`config.mk`:
```
export PLATFORM = sky130hd
export DESIGN_NAME = dma_poll_ctrl
export DESIGN_NICKNAME = d
export VERILOG_FILES = /design/src/rtl/dma_poll_pkg.sv /design/src/rtl/dma_poll_fsm.sv /design/src/rtl/dma_poll_ptr.sv /design/src/rtl/dma_poll_sts.sv /design/src/rtl/dma_poll_ctrl.sv
export SDC_FILE = /design/constraint.sdc
export NUM_CORES = 1
export LEC_CHECK = 0
export BUFFER_PORTS_ARGS = -buffer_cell sky130_fd_sc_hd__buf_2
export CORE_AREA = 2 2 131 133
export DETAILED_ROUTE_END_ITERATION = 10
export DIE_AREA = 0 0 133 135
export SKIP_CTS_REPAIR_TIMING = 1
export SLEW_MARGIN = 20
export SYNTH_ARGS = -nofsm -noshare
export SYNTH_HDL_FRONTEND = slang
export SYNTH_SLANG_ARGS = --single-unit
```
`constraint.sdc`:
```
create_clock -name clk_i -period 1.9 [get_ports clk_i]
set_input_delay 0.38 -clock clk_i [delete_from_list [all_inputs] [get_ports clk_i]]
set_output_delay 0.38 -clock clk_i [all_outputs]
set_load 0.005 [all_outputs]
```
`src/rtl/dma_poll_pkg.sv`:
```
package dma_poll_pkg;
  typedef enum logic [1:0] {
    ST_STOP  = 2'd0,
    ST_FETCH = 2'd1,
    ST_SUSP  = 2'd2,
    ST_RUN   = 2'd3
  } chan_state_e;
endpackage

```
`src/rtl/dma_poll_fsm.sv`:
```
module dma_poll_fsm
  import dma_poll_pkg::*;
(
  input  logic        clk_i,
  input  logic        rst_ni,
  input  logic        start_i,
  input  logic        stop_i,
  input  logic        demand_wr_i,
  input  logic        fetch_ack_i,
  input  logic        fetch_own_i,
  input  logic        desc_done_i,
  output chan_state_e state_o,
  output logic        load_cur_o,
  output logic        adv_cur_o,
  output logic        set_bu_o,
  output logic        cfg_ok_o
);
  chan_state_e st_q, st_d;
  logic        pend_q, pend_d;

  always_comb begin
    st_d       = st_q;
    pend_d     = pend_q;
    load_cur_o = 1'b0;
    adv_cur_o  = 1'b0;
    set_bu_o   = 1'b0;
    unique case (st_q)
      ST_STOP: begin
        pend_d = 1'b0;
        if (start_i) begin
          st_d       = ST_FETCH;
          load_cur_o = 1'b1;
        end
      end
      ST_FETCH: begin
        if (stop_i) pend_d = 1'b1;
        if (fetch_ack_i) begin
          if (fetch_own_i) begin
            st_d = ST_RUN;
          end else begin
            set_bu_o = 1'b1;
            if (pend_q || stop_i) begin
              st_d   = ST_STOP;
              pend_d = 1'b0;
            end else begin
              st_d = ST_SUSP;
            end
          end
        end
      end
      ST_SUSP: begin
        if (stop_i) begin
          st_d   = ST_STOP;
          pend_d = 1'b0;
        end else if (demand_wr_i) begin
          st_d = ST_FETCH;
        end
      end
      ST_RUN: begin
        if (stop_i) pend_d = 1'b1;
        if (desc_done_i) begin
          if (pend_q || stop_i) begin
            st_d   = ST_STOP;
            pend_d = 1'b0;
          end else begin
            adv_cur_o = 1'b1;
            st_d      = ST_FETCH;
          end
        end
      end
      default: st_d = ST_STOP;
    endcase
  end

  always_ff @(posedge clk_i or negedge rst_ni) begin
    if (!rst_ni) begin
      st_q   <= ST_STOP;
      pend_q <= 1'b0;
    end else begin
      st_q   <= st_d;
      pend_q <= pend_d;
    end
  end

  assign state_o  = st_q;
  assign cfg_ok_o = (st_q == ST_STOP);

  assert_own_run_R5: assert property (@(posedge clk_i) disable iff (!rst_ni)
    (st_q == ST_FETCH && fetch_ack_i && fetch_own_i) |=> (st_q == ST_RUN));

  assert_empty_susp_R6: assert property (@(posedge clk_i) disable iff (!rst_ni)
    (st_q == ST_FETCH && fetch_ack_i && !fetch_own_i && !pend_q && !stop_i)
      |=> (st_q == ST_SUSP));

  assert_run_holds_R7: assert property (@(posedge clk_i) disable iff (!rst_ni)
    (st_q == ST_RUN && !desc_done_i) |=> (st_q == ST_RUN));

  assert_stop_holds_R3: assert property (@(posedge clk_i) disable iff (!rst_ni)
    (st_q == ST_STOP && !start_i) |=> (st_q == ST_STOP));

  assert_susp_stop_R9: assert property (@(posedge clk_i) disable iff (!rst_ni)
    (st_q == ST_SUSP && stop_i) |=> (st_q == ST_STOP));
endmodule

```
`src/rtl/dma_poll_ptr.sv`:
```
module dma_poll_ptr #(
  parameter int unsigned AW     = 32,
  parameter int unsigned STRIDE = 16
) (
  input  logic          clk_i,
  input  logic          rst_ni,
  input  logic          base_wr_i,
  input  logic          cfg_ok_i,
  input  logic [AW-1:0] base_wdata_i,
  input  logic          load_i,
  input  logic          adv_i,
  output logic [AW-1:0] base_o,
  output logic [AW-1:0] cur_o
);
  localparam logic [AW-1:0] ALIGN_MASK = {{(AW-2){1'b1}}, 2'b00};
  localparam logic [AW-1:0] STEP       = AW'(STRIDE);

  logic [AW-1:0] base_q, cur_q;
  logic          base_we;

  assign base_we = base_wr_i && cfg_ok_i;

  always_ff @(posedge clk_i or negedge rst_ni) begin
    if (!rst_ni) begin
      base_q <= '0;
      cur_q  <= '0;
    end else begin
      if (base_we) base_q <= base_wdata_i & ALIGN_MASK;
      if (load_i)     cur_q <= base_q;
      else if (adv_i) cur_q <= cur_q + STEP;
    end
  end

  assign base_o = base_q;
  assign cur_o  = cur_q;

  assert_base_align_R2: assert property (@(posedge clk_i) disable iff (!rst_ni)
    base_q[1:0] == 2'b00);

  assert_base_locked_R2: assert property (@(posedge clk_i) disable iff (!rst_ni)
    !cfg_ok_i |=> $stable(base_q));

  assert_cur_step_R8: assert property (@(posedge clk_i) disable iff (!rst_ni)
    (adv_i && !load_i) |=> (cur_q - $past(cur_q) == STEP));
endmodule

```
`src/rtl/dma_poll_sts.sv`:
```
module dma_poll_sts #(
  parameter int unsigned SW     = 32,
  parameter int unsigned BU_BIT = 2
) (
  input  logic          clk_i,
  input  logic          rst_ni,
  input  logic          set_i,
  input  logic          wr_i,
  input  logic [SW-1:0] wdata_i,
  output logic [SW-1:0] status_o
);
  localparam logic [SW-1:0] BU_MASK = SW'(1) << BU_BIT;

  logic bu_q, clr_hit;

  assign clr_hit = wr_i && |(wdata_i & BU_MASK);

  always_ff @(posedge clk_i or negedge rst_ni) begin
    if (!rst_ni)      bu_q <= 1'b0;
    else if (set_i)   bu_q <= 1'b1;  // new event beats a same-cycle clear
    else if (clr_hit) bu_q <= 1'b0;
  end

  assign status_o = bu_q ? BU_MASK : '0;

  assert_sticky_R10: assert property (@(posedge clk_i) disable iff (!rst_ni)
    (status_o != '0 && !clr_hit) |=> (status_o == BU_MASK));

  assert_set_wins_R10: assert property (@(posedge clk_i) disable iff (!rst_ni)
    set_i |=> (status_o == BU_MASK));

  assert_one_bit_R6: assert property (@(posedge clk_i) disable iff (!rst_ni)
    $countones(status_o) <= 1);
endmodule

```
`src/rtl/dma_poll_ctrl.sv`:
```
module dma_poll_ctrl
  import dma_poll_pkg::*;
#(
  parameter int unsigned AW     = 32,
  parameter int unsigned SW     = 32,
  parameter int unsigned STRIDE = 16,
  parameter bit          IS_RX  = 1'b0
) (
  input  logic          clk_i,
  input  logic          rst_ni,
  input  logic          start_i,
  input  logic          stop_i,
  input  logic          demand_wr_i,
  input  logic          base_wr_i,
  input  logic [AW-1:0] base_wdata_i,
  input  logic          sts_wr_i,
  input  logic [SW-1:0] sts_wdata_i,
  output logic          fetch_req_o,
  output logic [AW-1:0] fetch_addr_o,
  input  logic          fetch_ack_i,
  input  logic          fetch_own_i,
  input  logic          desc_done_i,
  output logic [1:0]    state_o,
  output logic [AW-1:0] base_addr_o,
  output logic [AW-1:0] cur_addr_o,
  output logic [SW-1:0] int_status_o,
  output logic          frame_wait_o
);
  localparam int unsigned BU_BIT = IS_RX ? 7 : 2;

  chan_state_e st;
  logic        load_cur, adv_cur, set_bu, cfg_ok;
  logic [AW-1:0] cur;

  dma_poll_fsm u_fsm (
    .clk_i       (clk_i),
    .rst_ni      (rst_ni),
    .start_i     (start_i),
    .stop_i      (stop_i),
    .demand_wr_i (demand_wr_i),
    .fetch_ack_i (fetch_ack_i),
    .fetch_own_i (fetch_own_i),
    .desc_done_i (desc_done_i),
    .state_o     (st),
    .load_cur_o  (load_cur),
    .adv_cur_o   (adv_cur),
    .set_bu_o    (set_bu),
    .cfg_ok_o    (cfg_ok)
  );

  dma_poll_ptr #(.AW(AW), .STRIDE(STRIDE)) u_ptr (
    .clk_i        (clk_i),
    .rst_ni       (rst_ni),
    .base_wr_i    (base_wr_i),
    .cfg_ok_i     (cfg_ok),
    .base_wdata_i (base_wdata_i),
    .load_i       (load_cur),
    .adv_i        (adv_cur),
    .base_o       (base_addr_o),
    .cur_o        (cur)
  );

  dma_poll_sts #(.SW(SW), .BU_BIT(BU_BIT)) u_sts (
    .clk_i    (clk_i),
    .rst_ni   (rst_ni),
    .set_i    (set_bu),
    .wr_i     (sts_wr_i),
    .wdata_i  (sts_wdata_i),
    .status_o (int_status_o)
  );

  assign state_o      = st;
  assign cur_addr_o   = cur;
  assign fetch_req_o  = (st == ST_FETCH);
  assign fetch_addr_o = cur;

  generate
    if (IS_RX) begin : g_rx
      assign frame_wait_o = (st == ST_RUN);
    end else begin : g_tx
      assign frame_wait_o = 1'b0;
    end
  endgenerate

  assert_req_hold_R4: assert property (@(posedge clk_i) disable iff (!rst_ni)
    (fetch_req_o && !fetch_ack_i) |=> (fetch_req_o && $stable(fetch_addr_o)));

  assert_wait_mode_R11: assert property (@(posedge clk_i) disable iff (!rst_ni)
    frame_wait_o |-> (IS_RX && state_o == 2'd3));
endmodule

```
==> impl_metrics.env <==
export IMPL_grt_pass1_vias=2824
export IMPL_p_int_w=0.00476
export IMPL_synthMuxAreaShare_pct=9.37
export IMPL_hold_viol=0
export IMPL_placementRows=47
export IMPL_cts_sinks=64
export IMPL_cts_root_buf="clkbuf_16"
export IMPL_worstMarginPinSlew_ns=0.547
export IMPL_finalWirelength_mm=10.4
export IMPL_drtAntennaViolNets=0
export IMPL_avgSynthCellArea_um2=10.1
export IMPL_netlist_instances=368
export IMPL_antenna_found_initial=0
export IMPL_portBuffers=134
export IMPL_finalCritPeriodShare_pct=90.8
export IMPL_via_per_inst=4.20
export IMPL_fin_cells=726
export IMPL_clock_latency_ns=0.34
export IMPL_cts_tree="yes"
export IMPL_dp_cells=709
export IMPL_synth_edff_count=0
export IMPL_synth_adder_area_share_pct=0.337
export IMPL_maxSlewViolCount=0
export IMPL_antenna_cells=0
export IMPL_synth_warnings=0
export IMPL_drive_above_1_share_pct=45.5
export IMPL_ys_flop_type="dfrtp_1"
export IMPL_syn2layout_area_growth_pct=29.5
export IMPL_finalCriticalPeriod_ns=1.73
export IMPL_clock_skew_ns=0.00570
export IMPL_crit_required_ns=2.18
export IMPL_synth_simple_area_share_pct=18.0
export IMPL_synthXorXnorAreaFrac_pct=0.943
export IMPL_die_w_um=133
export IMPL_status="complete, no violations"
export IMPL_dr_pass1_iters=4
export IMPL_cts_buffer_depth=2
export IMPL_hold_path_class="in2reg"
export IMPL_p_comb_share_pct=39.9
export IMPL_fp_dieArea_um2=18000
export IMPL_cp_end_kind="register"
export IMPL_slew_headroom_pct=63.5
export IMPL_cp_max_fo=6
export IMPL_die_h_um=135
export IMPL_synthTopCellsByArea="dfrtp_1 (43%), buf_4 (14%), mux2_2 (9.1%), nand2_1 (4.4%), nand3_1 (2.3%)"
export IMPL_htreeDepth=3
export IMPL_irDropWorstVdd_v=0.000547
export IMPL_p_clk_share_pct=23.9
export IMPL_p_leak_nw=2.28
export IMPL_start_util_pct=22.6
export IMPL_wl_per_cell_um=14.3
export IMPL_fin_util_pct=29.3
export IMPL_overflow=0
export IMPL_grt_pass1_wl_mm=15.8
export IMPL_io_pins=206
export IMPL_nNetsFinal=576
export IMPL_grt_usage_pct=11.7
export IMPL_max_freq_ghz=0.580
export IMPL_rsz0062_at_grt="no"
export IMPL_setup_viol=0
export IMPL_synth_top_area_share_pct=43.1
export IMPL_synth_seq_cells=64
export IMPL_async_flop_share_pct=100
export IMPL_drcViolationCount=0
export IMPL_clk_pin_slew_ns=0.06
export IMPL_drv_cap=0
export IMPL_synth_compound_area_share_pct=11.5
export IMPL_grt_max_degree=49
export IMPL_synth_top_area_cell="dfrtp_1"
export IMPL_arrival_ns=2.00
export IMPL_p_sw_share_pct=36.4
export IMPL_synth_cell_types=52
export IMPL_place_gp_congestion=0.747
export IMPL_ys_seq_area_share_pct=43.1
export IMPL_critPathKind="reg2reg"
export IMPL_synth_top_family_by_area="simple AND/OR/NAND/NOR gates"
export IMPL_power_frac_seq_pct=36.2
export IMPL_drt_iter0_drc=109
export IMPL_power_per_cell_area_nw_per_um2=1550
export IMPL_num_vias=3046
export IMPL_dpl_hpwl_mm=7.82
export IMPL_cts_inserted_buffers=9
export IMPL_critPathLaunchType="register"
export IMPL_synth_area_um2=3710
export IMPL_switchingPower_w=0.00272
export IMPL_core_um2=16400
[metrics by stage]
stage / instance area [um^2] / total power, W / setup WS (ns) / setup TNS, ns / hold slack, ns
after floorplan: 3850 / 0.00448 / 0.165 / 0 / 0.0844
after global placement: 4470 / 0.00574 / 0.0237 / 0 / 0.338
after detailed placement: 4470 / 0.00578 / -0.000821 / -0.000821 / 0.331
after CTS: 4790 / 0.00762 / 0.0823 / 0 / -0.0345
after global routing: 4810 / 0.00805 / 0.0454 / 0 / 0.259
final: 4810 / 0.00748 / 0.175 / 0 / 0.267
[path summary, 6_finish.rpt]
kind	startpoint	to	slack (ns)	depth (start not counted)
setup / recovery	u_ptr.cur_o[4]	u_ptr.cur_o[31]	0.17	7
hold / removal	base_wdata_i[23]	u_ptr.base_o[23]	0.27	2
setup reg to reg	u_ptr.cur_o[4]	u_ptr.cur_o[31]	0.17	7
hold reg to reg	u_sts.bu_q	u_sts.bu_q	0.49	1
max in group asynchronous	rst_ni	u_ptr.base_o[10]	0.78	3
min in group asynchronous	rst_ni	u_ptr.base_o[29]	0.51	2
[synthesized netlist by cell type, types with 5 or more instances]
cell / instances
nor2_1: 14
nand4_1: 6
o211ai_1: 11
o311ai_1: 6
o21ai_1: 10
o21ai_0: 8
nand2_1: 44
a221o_1: 5
a21oi_1: 6
nand3_1: 17
dfrtp_1: 64
buf_4: 69
buf_2: 6
nor3_1: 5
mux2_2: 30
[flip-flops by register name, summed over array words and instances, names as in the netlist]
register and cells:
u_ptr.base_o 30, u_ptr.cur_o 30, u_sts.bu_q 1, u_fsm.state_o 2, u_fsm.pend_q 1
[power by group through the flow]
stage               Sequential (W)  Combinational, W  Clock (W)
global route               0.00282           0.00332    0.00191
floorplan                  0.00272           0.00176          0
detailed placement         0.00276           0.00302          0
global placement           0.00275           0.00299          0
CTS                        0.00274           0.00303    0.00185
finish                     0.00271           0.00298    0.00179
[cell usage in the layout (no fill, tap or decap), types with 5 or more instances in the layout]
| cell type | instances |
|---|---|
| buf_2 | 134 |
| dfrtp_1 | 64 |
| nand2_1 | 44 |
| conb_1 | 38 |
| buf_4 | 31 |
| mux2_2 | 30 |
| nand3_1 | 17 |
| nor2_1 | 13 |
| o211ai_1 | 11 |
| o21ai_1 | 10 |
| clkbuf_16 | 9 |
| o21ai_0 | 8 |
| nand4_1 | 6 |
| o311ai_1 | 6 |
| a21oi_1 | 6 |
| nor3_1 | 5 |
| a221o_1 | 5 |
[critical path, cell delays in order, from the launching register on]
cell and delay [ns]:
dfrtp_1 0.35, buf_4 0.15, nand4_1 0.10, buf_4 0.18, nor3_2 0.18, nand2_1 0.14
or4b_1 0.48, nand3_1 0.09
[cell families (layout without fill, tap and decap cells)]
family / count (synthesis) / count (layout)
AND/OR/NAND/NOR: 119 / 119
other: 1 / 38
buffers and inverters: 87 / 188
flip-flops: 64 / 64
AO/OA/AOI/OAI: 61 / 61
multiplexers: 31 / 31
XOR/XNOR: 4 / 4
adder cells (fa/ha/maj): 1 / 1
[routing by layer]
layer  vias to the layer above  wire length (um)  global-route usage (%)
met5                         -                 0                       0
met4                         0                97                    3.23
met3                         8               772                    3.60
met2                       134              4660                    18.0
met1                      1421              4850                    15.8
li1                       1483                 -                       -
[layout make-up]
cell class / count / area (um^2)
Fill cell: 1758 / 11600
Multi-Input combinational cell: 254 / 1650
Clock buffer: 14 / 284
Timing Repair Buffer: 168 / 953
Tap cell: 220 / 275
Inverter: 4 / 15.0
Sequential cell: 64 / 1600
Clock inverter: 2 / 35.0
Note: power is estimated with default switching activity, not from simulation.
